===== src/rtl/sar_conv_pkg.sv =====
// Package: shared constants and helpers for the SAR conversion sequencer.
// Assumes the select encoding where bits [1:0] == 2'b11 mean the RC source.
package sar_conv_pkg;

    localparam int SEL_W   = 3;
    localparam int EXP_W   = 3;
    localparam int MAX_EXP = 6;

    typedef enum logic { CONV_IDLE = 1'b0, CONV_RUN = 1'b1 } conv_state_e;

    // Log2 of the system-clock divisor for a select value.
    function automatic logic [EXP_W-1:0] sel_to_exp(input logic [SEL_W-1:0] s);
        return {s[1:0], 1'b0} + {2'b00, s[2]} + 3'd1;
    endfunction

    // True when the select value picks the RC strobe.
    function automatic logic sel_is_rc(input logic [SEL_W-1:0] s);
        return s[1] & s[0];
    endfunction

endpackage


===== src/rtl/sar_tick_gen.sv =====
// Module: produces one-cycle period-end ticks for a running conversion.
// Assumes sel_cap is stable while run is high; restart resets the divider.
module sar_tick_gen
    import sar_conv_pkg::*;
#(
    parameter int CNT_W = MAX_EXP
) (
    input  logic             clk,
    input  logic             rst_n,
    input  logic             run,
    input  logic             restart,
    input  logic [SEL_W-1:0] sel_cap,
    input  logic             core_sleep,
    input  logic             rc_tick,
    output logic             tick
);

    logic             use_rc;
    logic [EXP_W-1:0] div_exp;
    logic [CNT_W-1:0] lim;
    logic [CNT_W-1:0] cnt;
    logic             sys_adv;
    logic             sys_wrap;

    // Decode the captured select into the source and the terminal count.
    always_comb begin
        use_rc  = sel_is_rc(sel_cap);
        div_exp = sel_to_exp(sel_cap);
        lim     = ~({CNT_W{1'b1}} << div_exp);
    end

    // Divided system clock advances only while awake and running.
    always_comb begin
        sys_adv  = run && !use_rc && !core_sleep;
        sys_wrap = sys_adv && (cnt == lim);
    end

    // Divider counter for the system-clock periods.
    always_ff @(posedge clk) begin
        if (!rst_n || restart) begin
            cnt <= '0;
        end else if (sys_adv) begin
            cnt <= sys_wrap ? '0 : cnt + 1'b1;
        end
    end

    // Select the period-end event from the active source.
    always_comb begin
        if (!run)        tick = 1'b0;
        else if (use_rc) tick = rc_tick;
        else             tick = sys_wrap;
    end

endmodule


===== src/rtl/sar_seq.sv =====
// Module: start acceptance, busy state and period counting.
// Assumes one tick per period; the last period's tick ends the conversion.
module sar_seq
    import sar_conv_pkg::*;
#(
    parameter int PERIODS = 11
) (
    input  logic             clk,
    input  logic             rst_n,
    input  logic             start_wr,
    input  logic [SEL_W-1:0] clk_sel,
    input  logic             tick,
    output logic             busy,
    output logic             start_acc,
    output logic             decide,
    output logic             done,
    output logic [SEL_W-1:0] sel_cap
);

    localparam int PER_W = $clog2(PERIODS);
    localparam logic [PER_W-1:0] LAST = PER_W'(PERIODS - 1);

    conv_state_e      state;
    logic [PER_W-1:0] per;

    // Decode the events of this cycle from state, request and tick.
    always_comb begin
        busy      = (state == CONV_RUN);
        start_acc = !busy && start_wr;
        decide    = busy && tick && (per != '0);
        done      = busy && tick && (per == LAST);
    end

    // State and period counter update.
    always_ff @(posedge clk) begin
        if (!rst_n) begin
            state <= CONV_IDLE;
            per   <= '0;
        end else if (start_acc) begin
            state <= CONV_RUN;
            per   <= '0;
        end else if (done) begin
            state <= CONV_IDLE;
            per   <= '0;
        end else if (busy && tick) begin
            per   <= per + 1'b1;
        end
    end

    // Capture the clock select when a conversion is accepted.
    always_ff @(posedge clk) begin
        if (!rst_n)         sel_cap <= '0;
        else if (start_acc) sel_cap <= clk_sel;
    end

endmodule


===== src/rtl/sar_approx_reg.sv =====
// Module: successive-approximation register holding trial code and result.
// Assumes decide pulses once per resolved bit, top bit first.
module sar_approx_reg #(
    parameter int RES_BITS = 10
) (
    input  logic                clk,
    input  logic                rst_n,
    input  logic                start_acc,
    input  logic                decide,
    input  logic                done,
    input  logic                cmp_in,
    output logic [RES_BITS-1:0] code,
    output logic [RES_BITS-1:0] result
);

    localparam logic [RES_BITS-1:0] TOP_BIT = RES_BITS'(1) << (RES_BITS - 1);

    logic [RES_BITS-1:0] mask;
    logic [RES_BITS-1:0] kept;
    logic [RES_BITS-1:0] next_code;

    // Per-bit keep-or-drop decision for the bit under trial.
    for (genvar i = 0; i < RES_BITS; i++) begin : g_bit
        always_comb kept[i] = mask[i] ? cmp_in : code[i];
    end

    // Next trial: resolved bits plus the next lower trial bit.
    always_comb next_code = kept | (mask >> 1);

    // Trial code and mask update.
    always_ff @(posedge clk) begin
        if (!rst_n) begin
            code <= '0;
            mask <= '0;
        end else if (start_acc) begin
            code <= TOP_BIT;
            mask <= TOP_BIT;
        end else if (done) begin
            code <= '0;
            mask <= '0;
        end else if (decide) begin
            code <= next_code;
            mask <= mask >> 1;
        end
    end

    // Result register, loaded only on completion.
    always_ff @(posedge clk) begin
        if (!rst_n)    result <= '0;
        else if (done) result <= kept;
    end

endmodule


===== src/rtl/sar_flag_irq.sv =====
// Module: sticky completion flag and interrupt request.
// Assumes done is a one-cycle pulse; completion wins over a clear.
module sar_flag_irq (
    input  logic clk,
    input  logic rst_n,
    input  logic done,
    input  logic flag_clr,
    input  logic irq_en,
    output logic done_flag,
    output logic irq
);

    // Flag set by hardware, cleared only by software.
    always_ff @(posedge clk) begin
        if (!rst_n)        done_flag <= 1'b0;
        else if (done)     done_flag <= 1'b1;
        else if (flag_clr) done_flag <= 1'b0;
    end

    // Request is unclocked so it reaches a sleeping core.
    always_comb irq = done_flag && irq_en;

endmodule


===== src/rtl/sar_conv_ctrl.sv =====
// Module: top of the SAR conversion sequencer.
// Assumes cmp_in reflects the comparison against dac_code in the same cycle
// and rc_tick is already synchronous to clk.
module sar_conv_ctrl
    import sar_conv_pkg::*;
#(
    parameter int RES_BITS = 10
) (
    input  logic                clk,
    input  logic                rst_n,
    input  logic                core_sleep,
    input  logic                rc_tick,
    input  logic [2:0]          clk_sel,
    input  logic                start_wr,
    input  logic                flag_clr,
    input  logic                irq_en,
    input  logic                cmp_in,
    output logic                busy,
    output logic [RES_BITS-1:0] dac_code,
    output logic [RES_BITS-1:0] result,
    output logic                done_flag,
    output logic                irq
);

    localparam int PERIODS = RES_BITS + 1;

    logic             start_acc;
    logic             decide;
    logic             done;
    logic             tick;
    logic [SEL_W-1:0] sel_cap;

    sar_seq #(.PERIODS(PERIODS)) u_seq (
        .clk       (clk),
        .rst_n     (rst_n),
        .start_wr  (start_wr),
        .clk_sel   (clk_sel),
        .tick      (tick),
        .busy      (busy),
        .start_acc (start_acc),
        .decide    (decide),
        .done      (done),
        .sel_cap   (sel_cap)
    );

    sar_tick_gen #(.CNT_W(MAX_EXP)) u_tick (
        .clk        (clk),
        .rst_n      (rst_n),
        .run        (busy),
        .restart    (start_acc),
        .sel_cap    (sel_cap),
        .core_sleep (core_sleep),
        .rc_tick    (rc_tick),
        .tick       (tick)
    );

    sar_approx_reg #(.RES_BITS(RES_BITS)) u_reg (
        .clk       (clk),
        .rst_n     (rst_n),
        .start_acc (start_acc),
        .decide    (decide),
        .done      (done),
        .cmp_in    (cmp_in),
        .code      (dac_code),
        .result    (result)
    );

    sar_flag_irq u_flag (
        .clk       (clk),
        .rst_n     (rst_n),
        .done      (done),
        .flag_clr  (flag_clr),
        .irq_en    (irq_en),
        .done_flag (done_flag),
        .irq       (irq)
    );

endmodule


===== config.mk =====
export PLATFORM = sky130hd
export DESIGN_NAME = sar_conv_ctrl
export DESIGN_NICKNAME = d
export VERILOG_FILES = /design/src/rtl/sar_conv_pkg.sv /design/src/rtl/sar_tick_gen.sv /design/src/rtl/sar_seq.sv /design/src/rtl/sar_approx_reg.sv /design/src/rtl/sar_flag_irq.sv /design/src/rtl/sar_conv_ctrl.sv
export SDC_FILE = /design/constraint.sdc
export NUM_CORES = 1
export LEC_CHECK = 0
export BUFFER_PORTS_ARGS = -buffer_cell sky130_fd_sc_hd__buf_2
export CAP_MARGIN = 10
export CORE_ASPECT_RATIO = 0.5
export CORE_MARGIN = 2
export CORE_UTILIZATION = 51
export DETAILED_ROUTE_END_ITERATION = 6
export GPL_TIMING_DRIVEN = 0
export PLACE_DENSITY = 0.87
export RECOVER_POWER = 50
export SKIP_CTS_REPAIR_TIMING = 1
export SYNTH_ARGS = -nofsm -noshare
export SYNTH_HDL_FRONTEND = slang
export SYNTH_SLANG_ARGS = --single-unit

===== constraint.sdc =====
create_clock -name clk -period 2.7 [get_ports clk]
set_clock_uncertainty 0.2 [all_clocks]
set_input_delay 0.54 -clock clk [delete_from_list [all_inputs] [get_ports clk]]
set_output_delay 0.54 -clock clk [all_outputs]
set_load 0.05 [all_outputs]

==> results of run 1 <==
==> power breakdown <==
group / leakage, nW / switching [mW] / internal [mW]
combinational: 0.591 / 0.0697 / 0.0423
clock: 0.0574 / 0.239 / 0.301
sequential: 0.365 / 0.0115 / 0.669
==> through the flow <==
step	total power, mW	hold WS [ns]	utilization, %	setup WS (ns)
finish	1.332	0.2704	66.93	0.06584
global route	1.374	0.2966	66.93	-0.06960
CTS	1.313	0.2706	63.61	-0.2463
detailed placement	0.7864	0.2535	60.65	-0.1987
global placement	0.7814	0.2428	60.65	-0.09328
floorplan	0.7583	0.2652	-	0.1100
==> cell usage in the layout (no fill, tap or decap), drive strengths merged, types with 3 or more instances in the layout <==
cell,Yosys,routed
xnor2,4,4
a21boi,6,6
or4,3,3
mux2,10,10
inv,6,6
mux2i,10,10
xor2,5,5
o31ai,3,3
or2,9,9
nor2,17,17
nand2,35,35
buf,3,14
a21oi,14,14
dfxtp,45,45
ha,7,7
o21ai,18,18
a31oi,8,8
nand3,15,15
a311oi,7,7
clkbuf,12,41
==> flip-flops by register name, indices dropped and copies added (netlist names) <==
signal	count
u_tick.cnt	6
u_seq.busy	1
u_seq.per	4
u_reg.code	10
u_reg.mask	10
u_seq.sel_cap	3
u_reg.result	10
u_flag.done_flag	1
==> metal layers <==
layer / global-route usage (%) / up-vias / share of wire [%]
li1: - / 1015 / -
met1: 30.40 / 1002 / 44
met2: 35.86 / 99 / 45
met3: 5.746 / 18 / 8.2
met4: 10.88 / 0 / 2.4
met5: 0 / - / 0
==> area by class of cell <==
cell class | count | area [sq um]
tap | 54 | 67.56
sequential | 45 | 908.4
fill | 318 | 1344
clock inverter | 2 | 37.54
multi-input combinational | 195 | 1360
clock buffer | 6 | 82.58
buffer | 15 | 77.57
timing repair buffer | 34 | 161.4
inverter | 6 | 25.02
==> critical path, stage by stage (launching register included) <==
cell     delay (ns)
dfxtp_4        0.39
inv_4          0.04
ha_4           0.23
xnor2_2        0.13
nor4_2         0.30
nor3_2         0.11
o41a_1         0.38
buf_6          0.16
or4_1          0.49
a21oi_1        0.13
==> cells by family after synthesis <==
family,share of synthesized area (%)
simple gates,21.21
mux,9.487
compound gates,18.03
fa+ha+maj,3.906
buf+inv,3.683
flops,40.18
xor+xnor,3.515
==> worst paths after layout <==
check | to | cells after the start | slack, ns | start
worst min register to register | u_reg.result[4] | 2 | 0.27 | u_reg.result[4]
worst max register to register | u_seq.per[3] | 9 | 0.07 | u_seq.sel_cap[2]
worst min-delay path | u_reg.result[4] | 2 | 0.27 | u_reg.result[4]
worst max-delay path | u_seq.per[3] | 9 | 0.07 | u_seq.sel_cap[2]
==> flow_summary.json, run 1 <==
{
  "synthFlopType": "dfxtp_1",
  "synth-edff-count": 0,
  "hp-class": "reg2reg",
  "cts_tree": "done",
  "cts_inserted_buffers": 5,
  "yosysMostFrequentCell": "dfxtp_1",
  "start_util_pct": 55.17,
  "critPathRequiredTime_ns": 2.75,
  "syn_inst": 261,
  "antenna_found_initial": 0,
  "ys_warn_count": 0,
  "synth_common_cells": "dfxtp_1 (45), nand2_1 (35), o21ai_0 (18)",
  "status": "completed",
  "io_buffers": 31,
  "hpwl_mm": 3.904,
  "drc": 0,
  "drv_cap": 0,
  "routed_via_density": 5.978,
  "die_h_um": 50.89,
  "yosysTopAreaCell": "dfxtp_1",
  "layout-drive-gt1-share_pct": 21.12,
  "overflow": 0,
  "worstSkewPairLatency_ns": 0.31,
  "avgSynthCellArea_sq_um": 8.591,
  "worst_slew_pin_slew_ns": 0.6208,
  "rsz0062_at_grt": "yes",
  "place_inst": 346,
  "io_pins": 34,
  "grt_pass1_vias": 1856,
  "dr.pass1.iters": 5,
  "antenna_left": 0,
  "postPlaceCellArea_sq_mm": 0.002465,
  "layout.nets": 320,
  "max_freq_ghz": 0.3796,
  "fin_cells": 357,
  "cts_htree_levels": 2,
  "drt_iter0_markers": 271,
  "area_growth_pct": 21.32,
  "cts_buffer_depth": 2,
  "finalSetupViolCount": 0,
  "diodes": 0,
  "grt_pass1_wl_mm": 8.956,
  "fp.dieArea_sq_mm": 0.004975,
  "gp_congestion": 0.8904,
  "cellPowerDensity_mw_per_mm2": 489.7,
  "std_cell_rows": 16,
  "grt_max_degree": 15,
  "synth-seq-cells": 45,
  "synth_area_sq_mm": 0.002242,
  "start_kind": "flop",
  "final_area_sq_mm": 0.002720,
  "ys_types": 39,
  "die_x_um": 97.77,
  "coreArea_sq_mm": 0.004064,
  "cts_sinks": 45,
  "period_minus_slack_ns": 2.634,
  "synth_area_leaders": "dfxtp_1 (40%), nand2_1 (5.9%), mux2_2 (5.0%)",
  "wl_per_cell_um": 16.26,
  "crit_arrival_ns": 2.68,
  "grt_usage_pct": 22.97,
  "leakage_nw": 1.013,
  "ir_worst_vdd_mv": 0.2365,
  "worst-path-max-fanout": 8,
  "syn-num-nets": 279,
  "yosysTopAreaCellShare_pct": 40.18,
  "hold_viol": 0,
  "vias": 2134,
  "setup_tns_ns": 0,
  "slew_headroom_pct": 58.79,
  "path_clk_slew_ns": 0.08,
  "drv_slew": 0,
  "fin_crit_sh_pct": 97.56,
  "endpoint_kind": "flop",
  "critPathKind": "reg2reg",
  "drt_wl_total_mm": 5.805,
  "synth_async_sr_flop_share_pct": 0,
  "synth-seq-area-share_pct": 40.18,
  "cts-root-buf": "clkbuf_8"
}
(Power assumes the default switching activity.)
==> run 2: changes to the inputs <==
Settings changed: ABC_CLOCK_PERIOD_IN_PS set to 2700, CORE_MARGIN 2 to unset, CORE_UTILIZATION 51 to 53, CTS_BUF_LIST set to sky130_fd_sc_hd__clkbuf_4 sky130_fd_sc_hd__clkbuf_8, PLACE_DENSITY 0.87 to 0.89.
==> flow_summary.json, run 2 (synthesis gave the netlist of run 1 again) <==
{
  "cts_buffer_depth": 2,
  "io_pins": 34,
  "cts_inserted_buffers": 5,
  "routed_via_density": 5.899,
  "drt_iter0_markers": 114,
  "drv_cap": 0,
  "fp.dieArea_sq_mm": 0.004510,
  "status": "complete, but fails checks",
  "grt_usage_pct": 23.03,
  "hp-class": "reg2reg",
  "grt_max_degree": 14,
  "die_x_um": 93.99,
  "cts_sinks": 45,
  "final_area_sq_mm": 0.002729,
  "grt_pass1_vias": 1689,
  "antenna_found_initial": 0,
  "vias": 2106,
  "worst-path-max-fanout": 8,
  "layout-drive-gt1-share_pct": 23.76,
  "cts_htree_levels": 2,
  "fin_crit_sh_pct": 102.0,
  "fin_cells": 357,
  "violations": "setup timing",
  "critPathKind": "reg2reg",
  "cts_tree": "done",
  "layout.nets": 320,
  "ir_worst_vdd_mv": 0.1815,
  "timing.hold.ws_ns": 0.2641,
  "hpwl_mm": 3.665,
  "seqCellArea_sq_um": 908.4,
  "crit_arrival_ns": 2.79,
  "critPathRequiredTime_ns": 2.74,
  "worst_slew_pin_slew_ns": 0.6229,
  "drc": 0,
  "setup_tns_ns": -0.1743,
  "drv_slew": 0,
  "antenna_left": 0,
  "grt_pass1_wl_mm": 7.797,
  "fin_ws_ns": -0.05426,
  "finalSetupViolCount": 6,
  "fin_util_pct": 68.50,
  "drt_wl_total_mm": 5.695,
  "post-place-ws_ns": -0.2068,
  "wl_per_cell_um": 15.95,
  "final_common_cell": "dfxtp_1",
  "hold_viol": 0,
  "overflow": 0,
  "endpoint_kind": "flop",
  "layout_common_cells": "dfxtp_1 (43), nand2_1 (35), clkbuf_1 (31)",
  "gp_congestion": 0.8725,
  "leakage_nw": 1.019,
  "io_buffers": 31,
  "diodes": 0,
  "start_util_pct": 56.28,
  "std_cell_rows": 16,
  "top_regs": "u_reg.code (10), u_reg.mask (10), u_reg.result (10)",
  "dr.pass1.iters": 5,
  "period_minus_slack_ns": 2.754,
  "cellPowerDensity_mw_per_mm2": 444.6,
  "fillerInstances": 309,
  "postPlaceCellArea_sq_mm": 0.002465,
  "cts-root-buf": "clkbuf_8",
  "multiInputGateArea_sq_mm": 0.001405,
  "worstSkewPairLatency_ns": 0.30,
  "path_clk_slew_ns": 0.08,
  "coreArea_sq_mm": 0.003984,
  "area_growth_pct": 21.71,
  "rsz0062_at_grt": "yes",
  "finalPower_mw": 1.213,
  "start_kind": "flop",
  "place_inst": 346,
  "max_freq_ghz": 0.3631,
  "die_h_um": 47.99,
  "slew_headroom_pct": 58.65
}
-- run 2: final cells by class --
| cell class | instances | area share (%) |
|---|---|---|
| sequential | 45 | 33.29 |
| tap | 54 | 2.476 |
| timing repair buffer | 33 | 5.640 |
| multi-input combinational | 196 | 51.49 |
| clock inverter | 2 | 0.3668 |
| clock buffer | 6 | 2.797 |
| inverter | 6 | 0.9170 |
| buffer | 15 | 3.026 |
-- run 2: final timing paths --
kind / startpoint / endpoint / slack [ns] / cells after the start
worst max register to register: u_seq.sel_cap[2] / u_seq.per[2] / -0.05 / 9
worst min register to register: u_reg.result[2] / u_reg.result[2] / 0.26 / 2
worst min-delay path: u_reg.result[2] / u_reg.result[2] / 0.26 / 2
worst max-delay path: u_seq.sel_cap[2] / u_seq.per[2] / -0.05 / 9
-- run 2: power breakdown --
group	switching [mW]	internal [mW]
clock network	0.226	0.190
registers	0.0115	0.669
logic	0.0735	0.0434
-- run 2: routing by layer --
layer / track usage [%] / up-vias / part of all wire (%)
met5: 0 / - / 0
met4: 7.385 / 0 / 1.6
li1: - / 1018 / -
met1: 30.13 / 980 / 43
met3: 6.190 / 20 / 7.3
met2: 38.25 / 88 / 48
-- run 2: worst max-delay path, stage by stage, from the launching register on --
cell and delay, ns:
dfxtp_4 0.39, inv_4 0.04, ha_4 0.25, xnor2_2 0.13
nor4_2 0.31, nor3_2 0.13, o41a_1 0.47, buf_6 0.16
or4_4 0.51, a21oi_2 0.11
==> run 3: changes to the inputs <==
Settings changed: ABC_CLOCK_PERIOD_IN_PS 2700 to 3050, CORE_UTILIZATION 53 to 58, MAX_ROUTING_LAYER set to met4, PLACE_DENSITY 0.89 to 0.92.
Clock period 2.7 ns to 3.05 ns, I/O delays scaled along.
==> flow_summary.json, run 3 (synthesis gave the netlist of run 1 again) <==
{
  "timing.hold.ws_ns": 0.2618,
  "hold_viol": 0,
  "cts_sinks": 45,
  "coreArea_sq_mm": 0.003566,
  "drv_slew": 0,
  "grt_usage_pct": 27.71,
  "io_buffers": 31,
  "period_minus_slack_ns": 2.881,
  "setup_tns_ns": 0,
  "area_growth_pct": 12.95,
  "critPathKind": "reg2reg",
  "layout-drive-gt1-share_pct": 15.00,
  "antenna_found_initial": 0,
  "cellPowerDensity_mw_per_mm2": 418.5,
  "layout_common_cells": "dfxtp_1 (45), nand2_1 (35), clkbuf_1 (34)",
  "diodes": 0,
  "postPlaceCellArea_sq_mm": 0.002461,
  "worstSkewPairLatency_ns": 0.31,
  "die_x_um": 89.93,
  "slew_headroom_pct": 54.78,
  "die_h_um": 45.97,
  "critPathRequiredTime_ns": 3.09,
  "grt_max_degree": 14,
  "std_cell_rows": 15,
  "place_inst": 343,
  "fin_util_pct": 71.02,
  "cts-root-buf": "clkbuf_8",
  "critPathMaxStageDelay_ns": 0.50,
  "status": "completed",
  "post-place-ws_ns": 0.1307,
  "hpwl_mm": 3.706,
  "overflow": 0,
  "drt_iter0_markers": 100,
  "ir_worst_vdd_mv": 0.2293,
  "fin_crit_sh_pct": 94.45,
  "fin_cells": 351,
  "top_regs": "u_reg.code (10), u_reg.mask (10), u_reg.result (10)",
  "cts_htree_levels": 2,
  "gp_congestion": 0.8731,
  "worst-path-max-fanout": 10,
  "wl_per_cell_um": 14.88,
  "final_common_cell": "dfxtp_1",
  "slowest_stage": "or4_1",
  "drt_wl_total_mm": 5.224,
  "endpoint_kind": "flop",
  "start_util_pct": 62.88,
  "crit_arrival_ns": 2.92,
  "io_pins": 34,
  "antenna_left": 0,
  "grt_pass1_vias": 1901,
  "multiInputGateArea_sq_mm": 0.001269,
  "dr.pass1.iters": 4,
  "fin_ws_ns": 0.1694,
  "hp-class": "reg2reg",
  "worst_slew_pin_slew_ns": 0.6758,
  "vias": 2047,
  "layout.nets": 317,
  "drc": 0,
  "max_freq_ghz": 0.3471,
  "cts_tree": "done",
  "routed_via_density": 5.832,
  "seqCellArea_sq_um": 900.9,
  "worstPathCellList": "ha_1, xnor2_1, nor4b_1, nor3_1, o41a_1, buf_2, or4_1, a21oi_1",
  "finalSetupViolCount": 0,
  "path_clk_slew_ns": 0.08,
  "final_area_sq_mm": 0.002532,
  "leakage_nw": 0.9594,
  "grt_pass1_wl_mm": 8.445,
  "finalPower_mw": 1.060,
  "cts_buffer_depth": 2,
  "fp.dieArea_sq_mm": 0.004134,
  "start_kind": "flop",
  "fillerInstances": 270,
  "cts_inserted_buffers": 5,
  "drv_cap": 0,
  "rsz0062_at_grt": "no"
}
[run 3: cell count changes in the layout (fill, tap and decap cells not counted), sizes merged]
cell	delta
nor2	-1
buf	-4
clkbuf	+2
[run 3: routing by layer]
| layer | routed length [um] | vias up | track usage (%) |
|---|---|---|---|
| met2 | 2446 | 77 | 47.85 |
| met1 | 2245 | 943 | 31.78 |
| met5 | 0 | - | - |
| li1 | - | 1007 | - |
| met4 | 131 | 0 | 12.58 |
| met3 | 400 | 20 | 7.000 |
[run 3: final cells by class]
class,instances,share of cell area [%]
multi-input cells,195,50.10
repair buffers,31,4.990
inverters,6,0.8893
well taps,51,2.520
plain buffers,15,2.520
clock inverters,2,0.3953
flip-flops and latches,45,35.57
clock buffers,6,3.014
[run 3: where the power goes]
group	leakage, nW	total [mW]	switching (mW)	internal (mW)
combinational	0.547	0.0840	0.0570	0.0270
sequential	0.364	0.601	0.00762	0.593
clock	0.0484	0.375	0.207	0.168
[run 3: final timing paths]
| check | slack, ns | from | cells past startpoint | to |
|---|---|---|---|---|
| max | 0.17 | u_seq.sel_cap[0] | 8 | u_seq.per[3] |
| min | 0.26 | u_reg.result[8] | 2 | u_reg.result[8] |
| max reg2reg | 0.17 | u_seq.sel_cap[0] | 8 | u_seq.per[3] |
| min reg2reg | 0.26 | u_reg.result[8] | 2 | u_reg.result[8] |
[run 3: worst max-delay path: cells and delay by family, from the launching register on]
kind                     cells  cell delay [ns]
XOR/XNOR                     1             0.19
adder cells (fa/ha/maj)      1             0.26
flip-flops                   1             0.36
AO/OA/AOI/OAI                2             0.64
buffers and inverters        1             0.20
AND/OR/NAND/NOR              3             0.96
